$ cat config.mk
export PLATFORM = sky130hd
export DESIGN_NAME = ddr_wr_capture
export DESIGN_NICKNAME = d
export VERILOG_FILES = /design/src/rtl/ddrwc_pkg.sv /design/src/rtl/ddrwc_strobe_edge.sv /design/src/rtl/ddrwc_burst_seq.sv /design/src/rtl/ddrwc_word_pack.sv /design/src/rtl/ddr_wr_capture.sv
export SDC_FILE = /design/constraint.sdc
export NUM_CORES = 1
export LEC_CHECK = 0
export BUFFER_PORTS_ARGS = -buffer_cell sky130_fd_sc_hd__buf_4
export CELL_PAD_IN_SITES_DETAIL_PLACEMENT = 0
export CELL_PAD_IN_SITES_GLOBAL_PLACEMENT = 1
export CORE_MARGIN = 10
export CORE_UTILIZATION = 40
export DETAILED_ROUTE_END_ITERATION = 8
export GPL_TIMING_DRIVEN = 0
export PLACE_DENSITY_LB_ADDON = 0.1
export SETUP_SLACK_MARGIN = 0.1
export SYNTH_ARGS = -nofsm -noshare
export SYNTH_HDL_FRONTEND = slang
export SYNTH_HIERARCHICAL = 1
export SYNTH_SLANG_ARGS = --single-unit
$ cat constraint.sdc
create_clock -name clk -period 1.9 [get_ports clk]
set_input_delay 0.38 -clock clk [delete_from_list [all_inputs] [get_ports clk]]
set_output_delay 0.38 -clock clk [all_outputs]
set_load 0.005 [all_outputs]
$ cat src/rtl/ddrwc_pkg.sv
`timescale 1ns/1ps
package ddrwc_pkg;

    // Burst length codes as they appear on the burst_len port
    typedef enum logic [1:0] {
        BL_TWO       = 2'd0,
        BL_FOUR      = 2'd1,
        BL_EIGHT     = 2'd2,
        BL_EIGHT_ALT = 2'd3
    } burst_code_e;

    localparam int unsigned MAX_PAIRS  = 4;
    localparam int unsigned PAIR_CNT_W = $clog2(MAX_PAIRS + 1);

    typedef logic [PAIR_CNT_W-1:0] pair_cnt_t;

    // Strobe transitions seen in one sampling cycle
    typedef struct packed {
        logic rise;
        logic fall;
    } strobe_evt_t;

    // Capture commands from the sequencer to the packer
    typedef struct packed {
        logic take_lo;
        logic take_hi;
    } capture_cmd_t;

    // Number of word pairs in a burst of the given code
    function automatic pair_cnt_t pairs_for(input burst_code_e code);
        case (code)
            BL_TWO:  return pair_cnt_t'(1);
            BL_FOUR: return pair_cnt_t'(2);
            default: return pair_cnt_t'(MAX_PAIRS);
        endcase
    endfunction

endpackage

$ cat src/rtl/ddrwc_strobe_edge.sv
`timescale 1ns/1ps
module ddrwc_strobe_edge
    import ddrwc_pkg::*;
(
    input  logic        clk,
    input  logic        rst,
    input  logic        strobe,
    output strobe_evt_t evt
);

    logic strobe_q;

    always_ff @(posedge clk) begin
        if (rst) strobe_q <= 1'b0;
        else     strobe_q <= strobe;
    end

    always_comb begin
        evt.rise = strobe & ~strobe_q;
        evt.fall = ~strobe & strobe_q;
    end

endmodule

$ cat src/rtl/ddrwc_burst_seq.sv
`timescale 1ns/1ps
module ddrwc_burst_seq
    import ddrwc_pkg::*;
(
    input  logic         clk,
    input  logic         rst,
    input  logic         start,
    input  logic [1:0]   burst_len,
    input  strobe_evt_t  evt,
    output capture_cmd_t cmd,
    output logic         active
);

    logic      pend;
    pair_cnt_t pairs_left;

    always_ff @(posedge clk) begin
        if (rst) begin
            active     <= 1'b0;
            pend       <= 1'b0;
            pairs_left <= '0;
        end else if (start) begin
            active     <= 1'b1;
            pend       <= 1'b0;
            pairs_left <= pairs_for(burst_code_e'(burst_len));
        end else if (active) begin
            if (evt.rise) begin
                pend <= 1'b1;
            end else if (evt.fall && pend) begin
                pend       <= 1'b0;
                pairs_left <= pairs_left - 1'b1;
                if (pairs_left == pair_cnt_t'(1)) active <= 1'b0;
            end
        end
    end

    always_comb begin
        cmd.take_lo = active & ~start & evt.rise;
        cmd.take_hi = active & ~start & evt.fall & pend;
    end

    // an armed burst always has between one and MAX_PAIRS words left
    a_r4_pairs_range: assert property (@(posedge clk) disable iff (rst)
        active |-> (pairs_left != '0 && pairs_left <= pair_cnt_t'(MAX_PAIRS)));

    // no rising beat is left waiting once the burst is over
    a_r7_idle_no_pend: assert property (@(posedge clk) disable iff (rst)
        !active |-> !pend);

endmodule

$ cat src/rtl/ddrwc_word_pack.sv
`timescale 1ns/1ps
module ddrwc_word_pack
    import ddrwc_pkg::*;
#(
    parameter  int DQ_W  = 16,
    localparam int LANES = DQ_W / 8,
    localparam int WORD_W = 2 * DQ_W,
    localparam int BE_W  = 2 * LANES
) (
    input  logic              clk,
    input  logic              rst,
    input  capture_cmd_t      cmd,
    input  logic [DQ_W-1:0]   dq,
    input  logic [LANES-1:0]  dm,
    output logic [WORD_W-1:0] word_data,
    output logic [BE_W-1:0]   word_be,
    output logic              word_valid
);

    logic [DQ_W-1:0]  lo_data;
    logic [LANES-1:0] lo_mask;
    logic [BE_W-1:0]  be_next;

    always_ff @(posedge clk) begin
        if (rst) begin
            lo_data <= '0;
            lo_mask <= '0;
        end else if (cmd.take_lo) begin
            lo_data <= dq;
            lo_mask <= dm;
        end
    end

    for (genvar g = 0; g < LANES; g++) begin : g_lane
        assign be_next[g]         = ~lo_mask[g];
        assign be_next[LANES + g] = ~dm[g];
    end

    always_ff @(posedge clk) begin
        if (rst) begin
            word_data  <= '0;
            word_be    <= '0;
            word_valid <= 1'b0;
        end else begin
            word_valid <= cmd.take_hi;
            if (cmd.take_hi) begin
                word_data <= {dq, lo_data};
                word_be   <= be_next;
            end
        end
    end

    // the word registers change only together with a valid pulse
    a_r8_hold: assert property (@(posedge clk) disable iff (rst)
        !word_valid |-> ($stable(word_data) && $stable(word_be)));

endmodule

$ cat src/rtl/ddr_wr_capture.sv
`timescale 1ns/1ps
module ddr_wr_capture
    import ddrwc_pkg::*;
#(
    parameter  int DQ_W  = 16,
    localparam int LANES = DQ_W / 8
) (
    input  logic                 clk,
    input  logic                 rst,
    input  logic                 wr_start,
    input  logic [1:0]           burst_len,
    input  logic                 dqs,
    input  logic [DQ_W-1:0]      dq,
    input  logic [LANES-1:0]     dm,
    output logic [2*DQ_W-1:0]    wr_data,
    output logic [2*LANES-1:0]   wr_be,
    output logic                 wr_valid
);

    strobe_evt_t  evt;
    capture_cmd_t cmd;
    logic         seq_active;

    ddrwc_strobe_edge u_edge (
        .clk    (clk),
        .rst    (rst),
        .strobe (dqs),
        .evt    (evt)
    );

    ddrwc_burst_seq u_seq (
        .clk       (clk),
        .rst       (rst),
        .start     (wr_start),
        .burst_len (burst_len),
        .evt       (evt),
        .cmd       (cmd),
        .active    (seq_active)
    );

    ddrwc_word_pack #(.DQ_W(DQ_W)) u_pack (
        .clk        (clk),
        .rst        (rst),
        .cmd        (cmd),
        .dq         (dq),
        .dm         (dm),
        .word_data  (wr_data),
        .word_be    (wr_be),
        .word_valid (wr_valid)
    );

    // two words can never finish in adjacent cycles
    a_r8_single_pulse: assert property (@(posedge clk) disable iff (rst)
        wr_valid |=> !wr_valid);

    // a finished word always follows a sampled falling transition
    a_r2_after_fall: assert property (@(posedge clk) disable iff (rst)
        wr_valid |-> $past(evt.fall));

    // a start cycle never completes a word
    a_r9_start_blocks: assert property (@(posedge clk) disable iff (rst)
        wr_start |=> !wr_valid);

    // with no burst armed no word appears
    a_r5_idle_quiet: assert property (@(posedge clk) disable iff (rst)
        (!seq_active && !wr_start) |=> !wr_valid);

endmodule

==> impl_summary.md, run 1 <==
Synth
Yosys mapped the design onto 27 distinct sky130hd cell types. The proportion of register bits with asynchronous set or reset after synthesis is 0%. The dominant cell by count in the synthesized netlist is sky130_fd_sc_hd__dfxtp_1. By count the netlist is led by sky130_fd_sc_hd__dfxtp_1 (61), sky130_fd_sc_hd__nor2_1 (55), sky130_fd_sc_hd__mux2i_1 (50), sky130_fd_sc_hd__buf_2 (6), sky130_fd_sc_hd__inv_1 (5). Sequential elements use a little over half of the synthesized area.

The mean instance size in the synthesized netlist is 10.8 sq um. The number of flip-flops and latches in the synthesized netlist is 61. The synthesized design spends more area on one cell type than any other, namely sky130_fd_sc_hd__dfxtp_1. The net count of the mapped netlist is 241. The area share of the leading cell type in the synthesized netlist is 52.6%. The Yosys step of the flow raised 6 warnings. Counting flops with a built-in enable in the synthesized netlist gives 0. In the post-synthesis netlist, the biggest area contributors are sky130_fd_sc_hd__dfxtp_1 (53%), sky130_fd_sc_hd__mux2i_1 (22%), sky130_fd_sc_hd__nor2_1 (8.9%). In the synthesized netlist, the number of instances is 215. The netlist area before placement is 2320 sq um.

For this run, the leading register cell type out of synthesis is sky130_fd_sc_hd__dfxtp_1.

Timing
The max-slew headroom at the worst pin is 83.2%. The number of max-slew violations in the final report is 0. Setup repair after global routing left no endpoint under its margin.

After layout, the worst setup slack is 0.282 ns. The maximum operating frequency is 618 MHz. The final setup TNS is 0 ns. The clock arrives with ~0.0086 ns of skew. The number of failing setup endpoints in the final timing report is 0. The number of hold violations in the final report came to 0.

The smallest clock period supported by the final layout is computed as 1.62 ns. Dividing the final minimum period by the clock period gives 85.2%. The post-route worst hold slack is 0.240 ns. At the pin with the least slew margin, the transition time is 0.251 ns.

Route
For this block, the initial DRC count from the detailed router was 62. After detailed routing, the number of remaining DRC violations is 0. The detail route stage leaves a number of antenna-violating nets equal to 0. The total vias in the final route is 1685. After detailed routing, the average wire length per cell comes to 14.9 microns. The routed design has between 5 and 6 mm of wire. The via density per instance is 4.64. The number of detailed-routing iterations run before antenna repair is 4.

Floorplanning
The die covers 9250 sq um. The y dimension of the die is 96.2 microns. 61 I/O pins were placed.

The floorplan die width is approximately 96 microns. The initial utilization of the core area, before any placement, comes to 41.6%. The core region is roughly 5600 sq um. The number of core rows is 27.

Power and ir drop
Summed over all nets, the switching power comes to around 560 uW. Net switching is between 20 and 25% of the power. Across the VDD grid, the largest voltage drop is around 0.00045 V. The total power density per cell area is 807 nW/um^2. In this run, flip-flops and latches consume 53.2% of the power.

The internal power of the cells is 1900 uW. Combinational logic is responsible for 5.2% of the overall power. The leakage power summed over all cells is 0.00124 uW.

The share of power burned in the clock network is 41.6%.

Setup path
The required time of the critical path is between 2 and 2.5 ns. The class of the most critical setup path is reg -> reg. The worst setup path is launched from a flop.

In this run the worst path has a maximum fanout of 10. The number of cells on the worst reg-to-reg path is 7. The critical path data arrival time is 1.84 ns.

The worst setup path is captured at a flop.

Clock network
Counting the buffers created by CTS gives 9. The maximum level of the CTS H-tree is 3. After clock tree synthesis, the setup repair step added 0 buffers. The TritonCTS clock tree is built.

CTS placed an instance of sky130_fd_sc_hd__clkbuf_8 at the clock tree root. The clock-pin slew on the worst setup and hold paths is 0.07 ns. The maximum count of clock buffers along a single path is 2.

The clock sink count is 61. Clock latency on the worst-skew pair, taken at its later pin, is approximately 0.33 ns.

Placement
The detailed placement HPWL is 3.88 mm. The congestion estimate from routability-driven global placement came to 0.708. During placement, the flow inserted port buffers numbering 60. OpenSTA, run right after detailed placement, puts the worst setup slack at -0.00271 ns.

Outcome
The run finished with clean final reports.

Global route
After global routing the overflow that remains totals 0. The initial antenna violation count came to 0. The number of global-route vias before repair is ~1700. The first global-routing pass estimated ~8.7 mm of wire. The all-layer global routing usage is approximately 12%. Entering global routing, the biggest net connects 11 pins.

Finish
The post-route netlist has 32.0% of its cells at a drive strength greater than 1. The number of nets in the layout is 312. The final design utilization is 54.6%. The signed area change from the synthesized netlist to the final layout is 31.1%.

The final-layout fill cell count is 558. The number of inserted diodes is 0.

Run
The max-capacitance violation count is 0.

Worst hold path
The worst hold path passes through 2 cells. The class of the tightest hold or removal check is in -> reg.
path summary, 6_finish.rpt:
check	from	end	slack, ns
worst max-delay path	u_edge/strobe_q	u_pack/word_data[14]	0.28
worst max register to register	u_edge/strobe_q	u_pack/word_data[14]	0.28
worst min-delay path	dm[1]	u_pack/word_be[3]	0.24
worst min register to register	u_pack/lo_mask[0]	u_pack/word_be[0]	0.45
kinds of logic (layout without fill, tap and decap cells):
logic type	count (synthesis)	count (layout)	synth area share, %
buffers and inverters	18	94	6.36
adders and majority gates	2	2	1.08
DFF	61	61	52.6
AOI/OAI and AO/OA	11	11	3.34
and+or+nand+nor	72	72	14.7
muxes	50	50	21.6
xor gates and xnor gates	1	1	0.377
area by class of cell:
cell class                      instances  area [sq um]  area share [%]
Sequential cell                        61          1220            40.1
Multi-Input combinational cell        136           955            31.4
Timing Repair Buffer                   60           450            14.8
Clock buffer                           12           155            5.10
Buffer                                 13           129            4.24
Tap cell                               72          90.1            2.96
Clock inverter                          4          22.5           0.740
Inverter                                5          18.8           0.617
registers in the layout (all words and copies together) (netlist names):
name / flops
u_pack/word_be: 4
u_pack/lo_mask: 2
u_pack/lo_data: 16
u_pack/word_data: 32
u_seq/pairs_left: 3
u_pack/word_valid: 1
u_seq/active: 1
u_edge/strobe_q: 1
u_seq/pend: 1
through the flow:
step | area (sq um) | power (uW) | cells
after global placement | 2860 | 1460 | 347
after floorplan | 2320 | 1390 | 215
final | 3040 | 2460 | 363
after CTS | 3040 | 2500 | 363
after detailed placement | 2860 | 1460 | 347
after global routing | 3040 | 2560 | 363
worst max-delay path, cell delays in order (launching register included):
cell and delay (ns):
sky130_fd_sc_hd__dfxtp_1 0.33, sky130_fd_sc_hd__nor2b_2 0.22, sky130_fd_sc_hd__nand2_1 0.10, sky130_fd_sc_hd__nor3b_1 0.24
sky130_fd_sc_hd__buf_6 0.18, sky130_fd_sc_hd__buf_8 0.17, sky130_fd_sc_hd__mux2i_1 0.21, sky130_fd_sc_hd__nor2_1 0.05
power by group through the flow:
stage	combinational (uW)	clock [uW]	sequential [uW]
CTS	130	1060	1300
finish	128	1020	1310
floorplan	62.9	0	1330
global route	141	1110	1310
global placement	129	0	1330
detailed placement	129	0	1330
placed cells by master (no fill, tap or decap), drive strengths merged, types with 2 or more instances in the layout:
cell	netlist	final
clkinv	0	3
o21ai	3	3
nand2	3	3
nor2	55	55
clkbuf	0	12
buf	13	73
nor2b	4	4
inv	5	5
ha	2	2
dfxtp	61	61
a21oi	2	2
a211oi	4	4
or3	2	2
nand4b	2	2
nand2b	2	2
mux2i	50	50
metal layers:
| layer | track usage (%) | part of all wire, % |
|---|---|---|
| met5 | 0 | 0 |
| met4 | 6.27 | 1.6 |
| met3 | 5.21 | 7.8 |
| met2 | 17.7 | 44 |
| met1 | 15.3 | 47 |
what timing repair did:
| action | in CTS | in global routing |
|---|---|---|
| endpoints found under the setup margin | 0 | 32 |
| hold buffers | 0 | 0 |
| gates resized for setup | 0 | 1 |
Note: power is estimated with default switching activity, not from simulation.
==> run 2, diff against run 1 <==
--- a/config.mk
+++ b/config.mk
@@ -11,3 +11,3 @@
 export CORE_MARGIN = 10
-export CORE_UTILIZATION = 40
+export CORE_UTILIZATION = 38
 export DETAILED_ROUTE_END_ITERATION = 8
@@ -18,3 +18,2 @@
 export SYNTH_HDL_FRONTEND = slang
-export SYNTH_HIERARCHICAL = 1
 export SYNTH_SLANG_ARGS = --single-unit
==> constraint.sdc (replaced) <==
create_clock -name clk -period 1.9 [get_ports clk]
set_input_delay 0.19 -clock clk [delete_from_list [all_inputs] [get_ports clk]]
set_output_delay 0.19 -clock clk [all_outputs]
set_load 0.005 [all_outputs]
==> impl_summary.md, run 2 <==
Setup path
In this run the critical register-to-register path is captured at u_pack.word_data[3]. The critical path buffer and inverter count is 1. The flop-to-flop setup slack is 0.31 ns. Walking the worst path, the cells encountered are nand4b_2 -> nor2_2 -> buf_4 -> mux2i_1. The worst setup path is captured at a flop. The worst-path maximum fanout is 10. Data on the critical path is required at its endpoint by 2.15 ns.

The worst setup path is of the reg -> reg kind. The dominant delay contributor by cell family on the critical path is simple AND/OR/NAND/NOR gates. The largest single stage delay on the critical path is 0.42 ns. The startpoint class of the critical path is a flop. The launching point of the worst reg2reg path is u_seq.active.

The number of cells on the worst reg-to-reg path is 4. The cell at the slowest stage of the critical path is sky130_fd_sc_hd__dfxtp_1. The critical path data arrival time is 1.84 ns.

Global route
The number of global-route vias before repair was between 2000 and 2500. The initial antenna violation count came to 0. The largest net degree at the start of global routing is 11. Summed over all layers, the global routing overflow is 0. The wire length of the first global-routing pass is about 10 mm. Global routing used 12.9% of the available tracks across all layers.

Route
Using the TritonRoute via totals, the vias-per-cell ratio works out to 4.84. The final route contains 2031 vias. The met2 routed wirelength is around 3.0 mm. In the final routed layout, each cell accounts on average for 15.1 microns. The detailed router's first-iteration violation count is 57.

The number of nets still failing antenna checks after routing is 0. Routed signal wires occupy layers up through met4. For this block, wires on met1 add up to 2.91 mm. The met3 wire length is 292 microns. After detailed routing, the number of remaining DRC violations is 0. The number of detailed-routing iterations run before antenna repair is 4.

The sum of routed wire length over all layers is 6.32 mm.

Finish
With fillers left out, the area of the finished cells amounts to 3150 sq um. The largest registers in the layout are u_pack.word_data x32, u_pack.lo_data x16, u_pack.word_be x4. In the final design database the tool counted between 300 and 400 nets. In the layout the commonest cells are sky130_fd_sc_hd__nand2_1 (100), sky130_fd_sc_hd__buf_4 (63), sky130_fd_sc_hd__dfxtp_1 (61), sky130_fd_sc_hd__mux2i_1 (32), sky130_fd_sc_hd__a21oi_1 (20).

Counting the fill cells in the layout gives 625. The signed area change from the synthesized netlist to the final layout is 31.9%. The repair_antennas step left the layout with diodes totalling 0.

The number of flip-flops in the largest register is 32. Leaving out fill and tap cells, the most frequent cell in the layout is sky130_fd_sc_hd__nand2_1. The share of layout cells above drive strength 1 is 25.2%. Ranked by flip-flop count, first place goes to u_pack.word_data. Measured on the finished design, the core utilization comes to between 50% and 60%.

Clock network
The post-CTS setup buffer count is 0. The later pin in the worst-skew pair is clocked with a latency of 0.33 ns. The number of resized instances in the post-cts repair step is 0. The maximum count of clock buffers along a single path is 2. The TritonCTS clock tree is built. The clock root buffer is sky130_fd_sc_hd__clkbuf_8.

The total CTS buffers is 9. The maximum level of the CTS H-tree is 3. The clock-pin slew on the worst setup and hold paths is 0.07 ns. The clock sink count is 61. In this run, post-CTS hold repair placed 0 buffers.

Timing
The number of max-slew violations in the final report is 0. The max-slew headroom at the worst pin is 65.4%. For this run, the top clock speed supported by timing is 630 MHz.

The worst setup skew after layout is 0.00959 ns. The number of failing setup endpoints in the final timing report is 0. The final setup TNS is 0 ns. The post-route worst hold slack is 0.0578 ns. At the pin with the least slew margin, the transition time is 0.519 ns. The portion of the clock cycle consumed by the worst path in the final layout is 83.6%. Setup repair after global routing left no endpoint under its margin. The time the final worst path needs with I/O delays and setup is 1.59 ns.

The number of hold violations in the final report came to 0.

Synth
The netlist area before placement is 2390 sq um. The share of the Yosys chip area taken by registers is around half. The cell taking the most area after synthesis is sky130_fd_sc_hd__dfxtp_1. The area share of the leading cell type in the synthesized netlist is about half.

In this run, synthesis inferred 0 flip-flops with an integrated enable. For this run, the leading register cell type out of synthesis is sky130_fd_sc_hd__dfxtp_1. The mean instance size in the synthesized netlist is 8.85 sq um. The number of warnings issued by yosys is 0. After synthesis, the cell types taking the most area are sky130_fd_sc_hd__dfxtp_1 (51%), sky130_fd_sc_hd__nand2_1 (16%), sky130_fd_sc_hd__mux2i_1 (13%). After synthesis, the share of flip-flops with an asynchronous set or reset is 0%. Counting instances in the post-synthesis netlist gives the leading cell types as sky130_fd_sc_hd__nand2_1 (100), sky130_fd_sc_hd__dfxtp_1 (61), sky130_fd_sc_hd__mux2i_1 (32), sky130_fd_sc_hd__a21oi_1 (20), sky130_fd_sc_hd__clkbuf_1 (8). When the netlist entered floorplanning its net count stood at between 200 and 300.

Synthesis handed over a netlist of 270 instances. The netlist uses 32 different library cells. The dominant cell by count in the synthesized netlist is sky130_fd_sc_hd__nand2_1. The number of flip-flops and latches in the synthesized netlist is 61.

Placement
The count of input and output buffers is 59. Summing all placed instances gives a cell area of 2930 sq um. Detailed placement ended at an HPWL of 4.68 mm. The congestion estimate from routability-driven global placement came to 0.750.

Outcome
The flow ran to the end, and the final reports show no timing, DRC or antenna violations.

Floorplanning
The floorplan step set the die height to 99.3 microns. The initialized floorplan defines 28 standard-cell rows. The number of primary I/O pins is 61. The floorplan die width is approximately 99 microns. Once the floorplan was initialized, standard cells occupied 39.6% of the core. After floorplanning, the core was sized to cover 6030 sq um. The floorplan step defined a die boundary enclosing 9860 sq um.

Worst hold path
The startpoint of the lowest-slack hold path is dm[0]. The class of the tightest hold or removal check is in -> reg. Along the worst hold path, the cell count comes to 2. The terminating pin of the worst hold path is u_pack.word_be[2].

Power and ir drop
The leakage power summed over all cells is 0.00125 uW. Dividing total power by cell area gives a power density of 876 nW/um^2. The completed layout was analyzed and its total power is 2760 uW. The maximum vdd drop is around 0.00045 V.

Run
Across the run, the number of max-cap violations was 0.
==> run 2: cell count changes after synthesis, sizes merged, moves of 3 or more <==
cell	change
clkbuf	+8
o211ai	+4
nor2b	-3
nor2	-53
o41ai	+4
mux2i	-18
nand2	+97
a21oi	+18
a211oi	-4
==> run 2: worst max-delay path by stage <==
stage | from | to | depth (start not counted)
floorplan | u_seq.active | u_seq.pairs_left[1] | 3
global placement | u_seq.active | u_pack.word_data[0] | 4
detailed placement | u_seq.active | u_pack.word_data[9] | 4
CTS | u_seq.active | u_pack.word_data[3] | 4
global route | u_seq.active | u_pack.word_data[9] | 4
finish | u_seq.active | u_pack.word_data[3] | 4
==> run 2: layout make-up <==
type	instances	area, sq um	share of cell area, %
multi-input cells	184	1050	33.4
plain buffers	20	97.6	3.10
flip-flops and latches	61	1220	38.8
clock buffers	12	155	4.92
repair buffers	59	443	14.1
well taps	75	93.8	2.98
clock inverters	4	70.1	2.22
inverters	5	18.8	0.596
==> run 2: power by group <==
group / switching [uW] / internal (uW)
combinational: 88.4 / 62.1
clock: 496 / 807
sequential: 11.6 / 1290
==> run 2: through the flow <==
stage                     instances  setup WS (ns)
after floorplan                 270          0.664
after global placement          404          0.380
after detailed placement        404          0.320
after CTS                       420          0.282
after global routing            420          0.177
final                           420          0.312
==> run 2: cells by family after synthesis <==
| family | Yosys count | synth area share [%] |
|---|---|---|
| AOI/OAI and AO/OA | 34 | 8.70 |
| xor gates and xnor gates | 1 | 0.367 |
| adders and majority gates | 2 | 1.05 |
| buffers and inverters | 25 | 4.87 |
| DFF | 61 | 51.1 |
| muxes | 32 | 13.4 |
| and+or+nand+nor | 115 | 20.5 |
==> run 2: per-layer routing <==
metal / global-route usage [%] / up-vias
met1: 15.6 / 947
met5: 0 / -
li1: - / 1039
met3: 3.46 / 8
met4: 6.28 / 0
met2: 20.5 / 37
==> run 2: worst register-to-register path: stages (launching register included) <==
cell	delay, ns
sky130_fd_sc_hd__dfxtp_1	0.42
sky130_fd_sc_hd__nand4b_2	0.24
sky130_fd_sc_hd__nor2_2	0.34
sky130_fd_sc_hd__buf_4	0.30
sky130_fd_sc_hd__mux2i_1	0.22
